<file path="src/rtl/msi_pkg.sv">
package msi_pkg;
    typedef enum logic [1:0] {
        LN_I = 2'b00,
        LN_S = 2'b01,
        LN_M = 2'b10
    } line_st_t;

    typedef enum logic [1:0] {
        OP_NONE  = 2'd0,
        OP_RD    = 2'd1,
        OP_RDX   = 2'd2,
        OP_FLUSH = 2'd3
    } bus_op_t;

    typedef enum logic [1:0] {
        F_IDLE,
        F_WB,
        F_REQ,
        F_DONE
    } fsm_t;
endpackage

</file>
<file path="src/rtl/msi_line_store.sv">
module msi_line_store
    import msi_pkg::*;
#(
    parameter int IDX_W = 2,
    parameter int TAG_W = 4,
    parameter int DW    = 8
) (
    input  logic             clk,
    input  logic             rst_n,
    input  logic [IDX_W-1:0] lk_idx,
    output logic [TAG_W-1:0] lk_tag,
    output line_st_t         lk_st,
    output logic [DW-1:0]    lk_data,
    input  logic [IDX_W-1:0] sn_idx,
    output logic [TAG_W-1:0] sn_tag,
    output line_st_t         sn_st,
    output logic [DW-1:0]    sn_data,
    input  logic             sn_we,
    input  line_st_t         sn_st_new,
    input  logic             cw_en,
    input  logic [IDX_W-1:0] cw_idx,
    input  logic [TAG_W-1:0] cw_tag,
    input  line_st_t         cw_st,
    input  logic [DW-1:0]    cw_data
);
    localparam int ENTRIES = 1 << IDX_W;

    logic [TAG_W-1:0] tag_arr  [ENTRIES];
    line_st_t         st_arr   [ENTRIES];
    logic [DW-1:0]    data_arr [ENTRIES];

    for (genvar e = 0; e < ENTRIES; e++) begin : g_ent
        logic [TAG_W-1:0] tag_r;
        line_st_t         st_r;
        logic [DW-1:0]    data_r;

        always_ff @(posedge clk or negedge rst_n) begin
            if (!rst_n) begin
                tag_r  <= '0;
                st_r   <= LN_I;
                data_r <= '0;
            end else if (sn_we && sn_idx == IDX_W'(e)) begin
                st_r <= sn_st_new;
            end else if (cw_en && cw_idx == IDX_W'(e)) begin
                tag_r  <= cw_tag;
                st_r   <= cw_st;
                data_r <= cw_data;
            end
        end

        assign tag_arr[e]  = tag_r;
        assign st_arr[e]   = st_r;
        assign data_arr[e] = data_r;
    end

    assign lk_tag  = tag_arr[lk_idx];
    assign lk_st   = st_arr[lk_idx];
    assign lk_data = data_arr[lk_idx];
    assign sn_tag  = tag_arr[sn_idx];
    assign sn_st   = st_arr[sn_idx];
    assign sn_data = data_arr[sn_idx];

    // the snoop port and the request port never write one entry together
    p_port_clash_r11: assert property (@(posedge clk) disable iff (!rst_n)
        !(sn_we && cw_en && sn_idx == cw_idx));
endmodule

</file>
<file path="src/rtl/msi_snoop_unit.sv">
module msi_snoop_unit
    import msi_pkg::*;
#(
    parameter int TAG_W = 4,
    parameter int DW    = 8
) (
    input  logic             clk,
    input  logic             rst_n,
    input  logic             snp_valid,
    input  logic [1:0]       snp_cmd,
    input  logic [TAG_W-1:0] snp_tag,
    input  logic [TAG_W-1:0] sn_tag,
    input  line_st_t         sn_st,
    input  logic [DW-1:0]    sn_data,
    output logic             sn_we,
    output line_st_t         sn_st_new,
    output logic             snp_flush,
    output logic [DW-1:0]    snp_fdata
);
    logic match;
    logic flush_c;

    assign match = snp_valid && (sn_tag == snp_tag) && (sn_st != LN_I);

    always_comb begin
        sn_we     = 1'b0;
        sn_st_new = sn_st;
        flush_c   = 1'b0;
        if (match) begin
            unique case (sn_st)
                LN_M: begin
                    sn_we   = 1'b1;
                    flush_c = 1'b1;
                    sn_st_new = (snp_cmd == OP_RDX) ? LN_I : LN_S;
                end
                LN_S: begin
                    if (snp_cmd == OP_RDX) begin
                        sn_we     = 1'b1;
                        sn_st_new = LN_I;
                    end
                end
                default: ;
            endcase
        end
    end

    always_ff @(posedge clk or negedge rst_n) begin
        if (!rst_n) begin
            snp_flush <= 1'b0;
            snp_fdata <= '0;
        end else begin
            snp_flush <= flush_c;
            snp_fdata <= sn_data;
        end
    end

    // a flush only ever answers a snoop seen one cycle before
    p_flush_follows_snoop_r5: assert property (@(posedge clk) disable iff (!rst_n)
        snp_flush |-> $past(snp_valid));
endmodule

</file>
<file path="src/rtl/msi_req_fsm.sv">
module msi_req_fsm
    import msi_pkg::*;
#(
    parameter int IDX_W = 2,
    parameter int TAG_W = 4,
    parameter int DW    = 8
) (
    input  logic                   clk,
    input  logic                   rst_n,
    input  logic                   cpu_req,
    input  logic                   cpu_we,
    input  logic [TAG_W+IDX_W-1:0] cpu_addr,
    input  logic [DW-1:0]          cpu_wdata,
    output logic                   cpu_done,
    output logic                   cpu_hit,
    output logic [DW-1:0]          cpu_rdata,
    output logic                   bus_req,
    output logic [1:0]             bus_cmd,
    output logic [TAG_W+IDX_W-1:0] bus_addr,
    output logic [DW-1:0]          bus_wdata,
    input  logic                   bus_gnt,
    input  logic [DW-1:0]          bus_rdata,
    input  logic                   snp_valid,
    input  logic [IDX_W-1:0]       snp_idx,
    output logic [IDX_W-1:0]       lk_idx,
    input  logic [TAG_W-1:0]       lk_tag,
    input  line_st_t               lk_st,
    input  logic [DW-1:0]          lk_data,
    output logic                   cw_en,
    output logic [IDX_W-1:0]       cw_idx,
    output logic [TAG_W-1:0]       cw_tag,
    output line_st_t               cw_st,
    output logic [DW-1:0]          cw_data
);
    localparam int AW = TAG_W + IDX_W;

    fsm_t          state, nxt;
    logic          hit_q;
    logic [DW-1:0] rdata_q;
    logic          set_res, res_hit;
    logic [DW-1:0] res_data;
    bus_op_t       cmd_c;

    logic [IDX_W-1:0] cpu_idx;
    logic [TAG_W-1:0] cpu_tag;
    logic snp_same, tag_eq, rd_hit, wr_hit, dirty_victim;

    assign cpu_idx      = cpu_addr[IDX_W-1:0];
    assign cpu_tag      = cpu_addr[AW-1:IDX_W];
    assign lk_idx       = cpu_idx;
    assign snp_same     = snp_valid && (snp_idx == cpu_idx);
    assign tag_eq       = (lk_tag == cpu_tag);
    assign rd_hit       = !cpu_we && tag_eq && (lk_st != LN_I);
    assign wr_hit       = cpu_we && tag_eq && (lk_st == LN_M);
    assign dirty_victim = !tag_eq && (lk_st == LN_M);

    always_comb begin
        nxt      = state;
        cw_en    = 1'b0;
        cw_idx   = cpu_idx;
        cw_tag   = cpu_tag;
        cw_st    = LN_I;
        cw_data  = cpu_wdata;
        set_res  = 1'b0;
        res_hit  = 1'b0;
        res_data = lk_data;
        unique case (state)
            F_IDLE: begin
                if (cpu_req && !snp_same) begin
                    if (rd_hit) begin
                        nxt      = F_DONE;
                        set_res  = 1'b1;
                        res_hit  = 1'b1;
                        res_data = lk_data;
                    end else if (wr_hit) begin
                        nxt      = F_DONE;
                        set_res  = 1'b1;
                        res_hit  = 1'b1;
                        res_data = cpu_wdata;
                        cw_en    = 1'b1;
                        cw_st    = LN_M;
                    end else if (dirty_victim) begin
                        nxt = F_WB;
                    end else begin
                        nxt = F_REQ;
                    end
                end
            end
            F_WB: begin
                if (snp_same) begin
                    nxt = F_IDLE;
                end else if (bus_gnt) begin
                    cw_en   = 1'b1;
                    cw_tag  = lk_tag;
                    cw_st   = LN_I;
                    cw_data = lk_data;
                    nxt     = F_REQ;
                end
            end
            F_REQ: begin
                if (snp_same) begin
                    nxt = F_IDLE;
                end else if (bus_gnt) begin
                    cw_en    = 1'b1;
                    cw_st    = cpu_we ? LN_M : LN_S;
                    cw_data  = cpu_we ? cpu_wdata : bus_rdata;
                    set_res  = 1'b1;
                    res_hit  = 1'b0;
                    res_data = cpu_we ? cpu_wdata : bus_rdata;
                    nxt      = F_DONE;
                end
            end
            F_DONE: nxt = F_IDLE;
            default: nxt = F_IDLE;
        endcase
    end

    always_ff @(posedge clk or negedge rst_n) begin
        if (!rst_n) begin
            state   <= F_IDLE;
            hit_q   <= 1'b0;
            rdata_q <= '0;
        end else begin
            state <= nxt;
            if (set_res) begin
                hit_q   <= res_hit;
                rdata_q <= res_data;
            end
        end
    end

    always_comb begin
        bus_req   = 1'b0;
        cmd_c     = OP_NONE;
        bus_addr  = cpu_addr;
        bus_wdata = cpu_wdata;
        unique case (state)
            F_WB: begin
                bus_req   = 1'b1;
                cmd_c     = OP_FLUSH;
                bus_addr  = {lk_tag, cpu_idx};
                bus_wdata = lk_data;
            end
            F_REQ: begin
                bus_req = 1'b1;
                cmd_c   = cpu_we ? OP_RDX : OP_RD;
            end
            default: ;
        endcase
    end

    assign bus_cmd   = cmd_c;
    assign cpu_done  = (state == F_DONE);
    assign cpu_hit   = hit_q;
    assign cpu_rdata = rdata_q;

    // a waiting request keeps its command and address
    p_cmd_stable_r12: assert property (@(posedge clk) disable iff (!rst_n)
        bus_req && !bus_gnt && !snp_same |=> bus_req && $stable(bus_cmd) && $stable(bus_addr));

    // completion lasts one cycle
    p_done_pulse_r4: assert property (@(posedge clk) disable iff (!rst_n)
        cpu_done |=> !cpu_done);

    // a hit completes with no bus request in the cycle before
    p_hit_no_bus_r4: assert property (@(posedge clk) disable iff (!rst_n)
        cpu_done && cpu_hit |-> $past(!bus_req));

    // a miss completion always follows a grant
    p_miss_after_gnt_r2: assert property (@(posedge clk) disable iff (!rst_n)
        cpu_done && !cpu_hit |-> $past(bus_gnt));
endmodule

</file>
<file path="src/rtl/msi_snoop_cache.sv">
module msi_snoop_cache
    import msi_pkg::*;
#(
    parameter int IDX_W = 2,
    parameter int TAG_W = 4,
    parameter int DW    = 8
) (
    input  logic                   clk,
    input  logic                   rst_n,
    input  logic                   cpu_req,
    input  logic                   cpu_we,
    input  logic [TAG_W+IDX_W-1:0] cpu_addr,
    input  logic [DW-1:0]          cpu_wdata,
    output logic                   cpu_done,
    output logic                   cpu_hit,
    output logic [DW-1:0]          cpu_rdata,
    output logic                   bus_req,
    output logic [1:0]             bus_cmd,
    output logic [TAG_W+IDX_W-1:0] bus_addr,
    output logic [DW-1:0]          bus_wdata,
    input  logic                   bus_gnt,
    input  logic [DW-1:0]          bus_rdata,
    input  logic                   snp_valid,
    input  logic [1:0]             snp_cmd,
    input  logic [TAG_W+IDX_W-1:0] snp_addr,
    output logic                   snp_flush,
    output logic [DW-1:0]          snp_fdata
);
    localparam int AW = TAG_W + IDX_W;

    logic [IDX_W-1:0] lk_idx, cw_idx, snp_idx;
    logic [TAG_W-1:0] lk_tag, sn_tag, cw_tag, snp_tag;
    line_st_t         lk_st, sn_st, sn_st_new, cw_st;
    logic [DW-1:0]    lk_data, sn_data, cw_data;
    logic             sn_we, cw_en;

    assign snp_idx = snp_addr[IDX_W-1:0];
    assign snp_tag = snp_addr[AW-1:IDX_W];

    msi_line_store #(.IDX_W(IDX_W), .TAG_W(TAG_W), .DW(DW)) u_store (
        .clk(clk), .rst_n(rst_n),
        .lk_idx(lk_idx), .lk_tag(lk_tag), .lk_st(lk_st), .lk_data(lk_data),
        .sn_idx(snp_idx), .sn_tag(sn_tag), .sn_st(sn_st), .sn_data(sn_data),
        .sn_we(sn_we), .sn_st_new(sn_st_new),
        .cw_en(cw_en), .cw_idx(cw_idx), .cw_tag(cw_tag), .cw_st(cw_st), .cw_data(cw_data)
    );

    msi_snoop_unit #(.TAG_W(TAG_W), .DW(DW)) u_snoop (
        .clk(clk), .rst_n(rst_n),
        .snp_valid(snp_valid), .snp_cmd(snp_cmd), .snp_tag(snp_tag),
        .sn_tag(sn_tag), .sn_st(sn_st), .sn_data(sn_data),
        .sn_we(sn_we), .sn_st_new(sn_st_new),
        .snp_flush(snp_flush), .snp_fdata(snp_fdata)
    );

    msi_req_fsm #(.IDX_W(IDX_W), .TAG_W(TAG_W), .DW(DW)) u_fsm (
        .clk(clk), .rst_n(rst_n),
        .cpu_req(cpu_req), .cpu_we(cpu_we), .cpu_addr(cpu_addr), .cpu_wdata(cpu_wdata),
        .cpu_done(cpu_done), .cpu_hit(cpu_hit), .cpu_rdata(cpu_rdata),
        .bus_req(bus_req), .bus_cmd(bus_cmd), .bus_addr(bus_addr), .bus_wdata(bus_wdata),
        .bus_gnt(bus_gnt), .bus_rdata(bus_rdata),
        .snp_valid(snp_valid), .snp_idx(snp_idx),
        .lk_idx(lk_idx), .lk_tag(lk_tag), .lk_st(lk_st), .lk_data(lk_data),
        .cw_en(cw_en), .cw_idx(cw_idx), .cw_tag(cw_tag), .cw_st(cw_st), .cw_data(cw_data)
    );
endmodule

</file>
<file path="config.mk">
export PLATFORM = sky130hd
export DESIGN_NAME = msi_snoop_cache
export DESIGN_NICKNAME = d
export VERILOG_FILES = /design/src/rtl/msi_pkg.sv /design/src/rtl/msi_line_store.sv /design/src/rtl/msi_snoop_unit.sv /design/src/rtl/msi_req_fsm.sv /design/src/rtl/msi_snoop_cache.sv
export SDC_FILE = /design/constraint.sdc
export NUM_CORES = 1
export LEC_CHECK = 0
export ABC_AREA = 0
export CORE_ASPECT_RATIO = 0.8
export CORE_MARGIN = 3
export CORE_UTILIZATION = 30
export CTS_BUF_LIST = sky130_fd_sc_hd__clkbuf_16
export DETAILED_ROUTE_END_ITERATION = 8
export GPL_ROUTABILITY_DRIVEN = 0
export GPL_TIMING_DRIVEN = 0
export PLACE_DENSITY = 0.56
export SKIP_LAST_GASP = 1
export SLEW_MARGIN = 10
export SYNTH_ARGS = -nofsm -noshare
export SYNTH_HDL_FRONTEND = slang
export SYNTH_SLANG_ARGS = --single-unit
</file>
<file path="constraint.sdc">
create_clock -name clk -period 7.15 [get_ports clk]
set_clock_uncertainty 0.2 [all_clocks]
set_input_delay 1.0725 -clock clk [delete_from_list [all_inputs] [get_ports clk]]
set_output_delay 1.0725 -clock clk [all_outputs]
set_load 0.02 [all_outputs]
</file>
# Word level (Yosys, flattened, before mapping)
# Index checks and enable logic that the tools add are counted.
# totals
regBits	76
out_inout_bits	36
# op_classes
order_cmp	2
eq_ne	19
n_mux	80
bitwise_logic	6
reduce_logical	35
# op_table
op	count
$mux 8	15
$mux 2	28
$bmux 8 s2	2
$pmux 8 s2	2
$mux 4	7
$eq 2x2->1 const B	9
$logic_and 1x1->1	17
$bmux 4 s2	2
$mux 1	14
$pmux 2 s2	3
$reduce_bool 2->1	6
$bmux 2 s2	2
$eq 2x1->1 const B	4
$eq 4x4->1	2
$pmux 2 s4	1
$reduce_and 2->1	4
$ge 3x3->1 const B	2
$logic_not 2->1	3
$mux 6	1
$ne 3x2->1 const B	2
$not 2->3	2
$pmux 1 s2	3
$not 1->1	4
$logic_not 1->1	3
4 further kinds	4

# Longest topological paths before layout
# logic_depth
word_depth	14
ltp_mapped	11
ltp_nobuf	9

# Cells and area by module
# A second synthesis with hierarchy kept.
# unflattened
cells_unflattened	399
area_unflattened_um2	4947.2
# by_module_without_submodules
module	n_inst	cells_each	area_per_inst_um2	seq_area_each_um2
msi_line_store	1	179	3005.4	1401.3
msi_req_fsm	1	187	1527.7	275.3
msi_snoop_unit	1	33	414.1	225.2

# Worst setup path before layout
# No wires, ideal clock.
# synth_path
path_kind	input -> output
start	input port cpu_addr[0]
end	output port bus_wdata[7]
arrival_time_ns	2.390
required_time_ns	5.878
slack_ns	3.487
stages	4
cell_sequence	buf_6 > buf_2 > mux4_2 > mux2_2
# synth_via
elab_chain_len	5
# synth_lines
item	line	text
start, declared	msi_snoop_cache.sv:12	input logic [TAG_W+IDX_W-1:0] cpu_addr,
$not 2->3 (not written as such)	msi_line_store.sv:58	assign lk_data = data_arr[lk_idx];
$bmux 8 s2	msi_line_store.sv:58	
$mux 8 (not written as such) (2 in series)	msi_line_store.sv:58	
$mux 8	msi_req_fsm.sv:137	unique case (state)
end, declared	msi_snoop_cache.sv:20	output logic [DW-1:0] bus_wdata,
# Every way passes these cells. The select of a mux whose other input is x is not followed.

# Final worst setup path
# layout_path
start	input port cpu_addr[1]
end	output port bus_wdata[7]
# Same word-level chain as after synthesis.

==> flow_summary.yaml <==
worst_setup_path:
  worstPathMaxFanout: 10
  cp_data_required_time_ps: 5880
  worstPathArrival_ps: 3270
  max_stage_delay_ps: 560
  crit_path_start_kind: "input pin"
  r2r_cells: 6
  worstSetupPathType: "input pin to primary output"
  crit_path_end_kind: "primary output"
  timing.critical_path.cells: "buf_2, clkbuf_1, mux4_2, mux2_2, clkdlybuf4s50_1"
  slowest_stage: "clkbuf_1"
routing:
  drc_errors: 0
  ant_nets: 0
  drt_iter0_markers: 305
  via_count: 3862
  vias_per_cell: 5.30
  wl_per_cell_microns: 19.4
  dr.pass1.iters: 4
  wl_microns: 14100
place:
  hpwlAfterDp_microns: 10700
  port_buffers: 67
timing:
  fin_crit_ps: 4540
  rsz0062_at_grt: "false"
  hold_violations: 0
  setup_viol: 0
  timing.fmax_mhz: 220
  worst_pin_slew_ps: 827
  slew_headroom_pct: 44.4
  setup_tns_ps: 0
  min_period_over_period_pct: 63.5
  drv_slew: 0
outcome:
  outcome: "complete, no violations"
layout:
  fillCellCount: 1567
  drive_gt1_share_pct: 25.1
  final_cell_mix: "dfrtp_1 (76), mux2_2 (69), clkdlybuf4s50_1 (66), nand2_1 (29), nor2_1 (26)"
  area.growth.synth_to_final_pct: 25.7
  nNetsFinal: 553
  layout_commonest_cell: "dfrtp_1"
  utilization_pct: 38.8
  diodes: 0
pwr:
  p_per_area_mw_per_mm2: 402
  power_leakage_nw: 2.49
  ir_drop_mv: 0.135
synth:
  synthArstFlopShare_pct: 100
  synth_cell_type_count: 52
  synth_area_sq_mm: 0.00491
  syn_inst: 430
  synth_seq_cells: 76
  syn-num-nets: 474
  synth-edff-count: 0
  yosysSeqAreaShare_pct: 38.8
  yosysWarnings: 0
  avgSynthCellArea_sq_um: 11.4
  ys.flop_type: "dfrtp_1"
min_path:
  hold_path_class: "flop to flop"
  min_path_cells: 2
clocking:
  cts_tree: "yes"
  cts_resized: 0
  clock_latency_ps: 330
  cts_sinks: 76
  cts_max_level: 3
  cts-root-buf: "clkbuf_16"
  clk_path_buf_depth: 2
  cts_setup_buffers: 0
  cts_buffers: 9
  postCtsHoldBufs: 0
  clk_pin_slew_worst_paths_ps: 60
floorplanning:
  die_area_sq_mm: 0.0179
  core_area_sq_mm: 0.0159
  die_y_microns: 120
  start_util_pct: 30.8
  ios: 72
  die_w_microns: 149
  num_rows: 41
flow_run:
  maxCapViolCount: 0
global_route:
  grt_max_degree: 65
  grt_pass1_wl_microns: 22600
  gr-total-overflow: 0
  grt.total_usage_pct: 16.3
  grt_pass1_vias: 3984
  antenna_found_initial: 0
[cells in the mapped netlist (2+ instances only)]
cell | number | area share, %
dfrtp_1 | 76 | 39
mux2_2 | 69 | 16
nand2_1 | 29 | 2.2
nor2_1 | 26 | 2.0
mux4_2 | 24 | 11
a21oi_1 | 15 | 1.5
o21ai_0 | 15 | 1.5
inv_1 | 14 | 1.1
clkbuf_1 | 11 | 0.84
xnor2_1 | 11 | 2.0
mux2i_1 | 10 | 2.0
nand3b_1 | 9 | 1.4
a2bb2oi_1 | 8 | 1.4
buf_4 | 8 | 1.2
ha_1 | 8 | 2.0
a31oi_1 | 7 | 0.89
or3_1 | 7 | 0.89
o221ai_1 | 6 | 1.1
nand3_1 | 5 | 0.51
nor2b_1 | 5 | 0.64
a21o_1 | 4 | 0.61
a221oi_1 | 4 | 0.71
a22o_1 | 4 | 0.71
and3b_1 | 4 | 0.71
buf_2 | 4 | 0.41
o22ai_2 | 4 | 1.0
a22oi_1 | 3 | 0.46
a41oi_1 | 3 | 0.54
buf_1 | 3 | 0.23
nand2b_1 | 3 | 0.38
xor2_1 | 3 | 0.54
a2111oi_0 | 2 | 0.36
nand4_1 | 2 | 0.25
nand4b_1 | 2 | 0.36
nor3_1 | 2 | 0.20
nor4_1 | 2 | 0.25
o31a_1 | 2 | 0.36
o31ai_1 | 2 | 0.31
[state kept, by name, summed over array words and instances, names as in the netlist]
register              count
u_fsm.state               2
u_store.g_ent.data_r     32
u_store.g_ent.st_r        8
u_fsm.cpu_hit             1
u_snoop.snp_fdata         8
u_snoop.snp_flush         1
u_fsm.cpu_rdata           8
u_store.g_ent.tag_r      16
[worst max-delay path, delay by kind of cell]
| kind | cells | cell delay [ps] |
|---|---|---|
| buffers and inverters | 3 | 1350 |
| multiplexers | 2 | 820 |
[through the flow]
step / total power [mW] / setup WS (ps) / area [sq um] / hold slack (ps) / std cells
finish: 2.48 / 2610 / 6170 / 290 / 729
floorplan: 1.57 / 3490 / 4910 / 292 / 430
global placement: 1.97 / 2090 / 5850 / 263 / 712
CTS: 2.49 / 2660 / 6170 / 303 / 729
detailed placement: 2.02 / 2660 / 5870 / 290 / 713
global route: 2.64 / 2550 / 6170 / 337 / 729
[metal layers]
metal	share of wire, %	vias up	wire (microns)	track usage, %
met3	5.8	8	826	4.08
li1	-	1789	-	-
met5	0	-	0	0
met1	47	1956	6670	23.1
met2	47	109	6580	25.3
met4	0.53	0	75	3.49
[cells by family (layout without fill, tap and decap cells)]
| logic type | Yosys count | after routing | share of synthesized area [%] |
|---|---|---|---|
| fa+ha+maj | 8 | 8 | 2.04 |
| compound gates | 85 | 85 | 12.6 |
| mux | 103 | 103 | 28.9 |
| xor+xnor | 14 | 14 | 2.50 |
| buf+inv | 41 | 125 | 4.00 |
| simple gates | 103 | 103 | 11.2 |
| flops | 76 | 76 | 38.8 |
[cell type report]
type | instances | area [sq um] | area share [%]
buffer | 27 | 144 | 2.33
clock buffer | 9 | 225 | 3.65
clock inverter | 7 | 72.6 | 1.18
inverter | 14 | 52.6 | 0.852
multi-input combinational | 313 | 2810 | 45.5
sequential | 76 | 1900 | 30.8
tap | 215 | 269 | 4.36
timing repair buffer | 68 | 696 | 11.3
[report_power, final]
part / switching (mW) / internal, mW / total (mW)
Clock: 0.187 / 0.272 / 0.459
Combinational: 0.661 / 0.605 / 1.27
Sequential: 0.131 / 0.625 / 0.756
[path summary, 6_finish.rpt]
kind                                           startpoint                         end  slack [ps]
max in group asynchronous                           rst_n  u_store.g_ent[0].data_r[2]        5790
worst max-delay path                          cpu_addr[1]                bus_wdata[7]        2610
worst max register to register  u_store.g_ent[3].tag_r[0]   u_store.g_ent[2].tag_r[2]        4120
worst min register to register              u_fsm.cpu_hit               u_fsm.cpu_hit         290
min in group asynchronous                           rst_n    u_store.g_ent[3].st_r[0]         390
worst min-delay path                        u_fsm.cpu_hit               u_fsm.cpu_hit         290
Note: power is estimated with default switching activity, not from simulation.
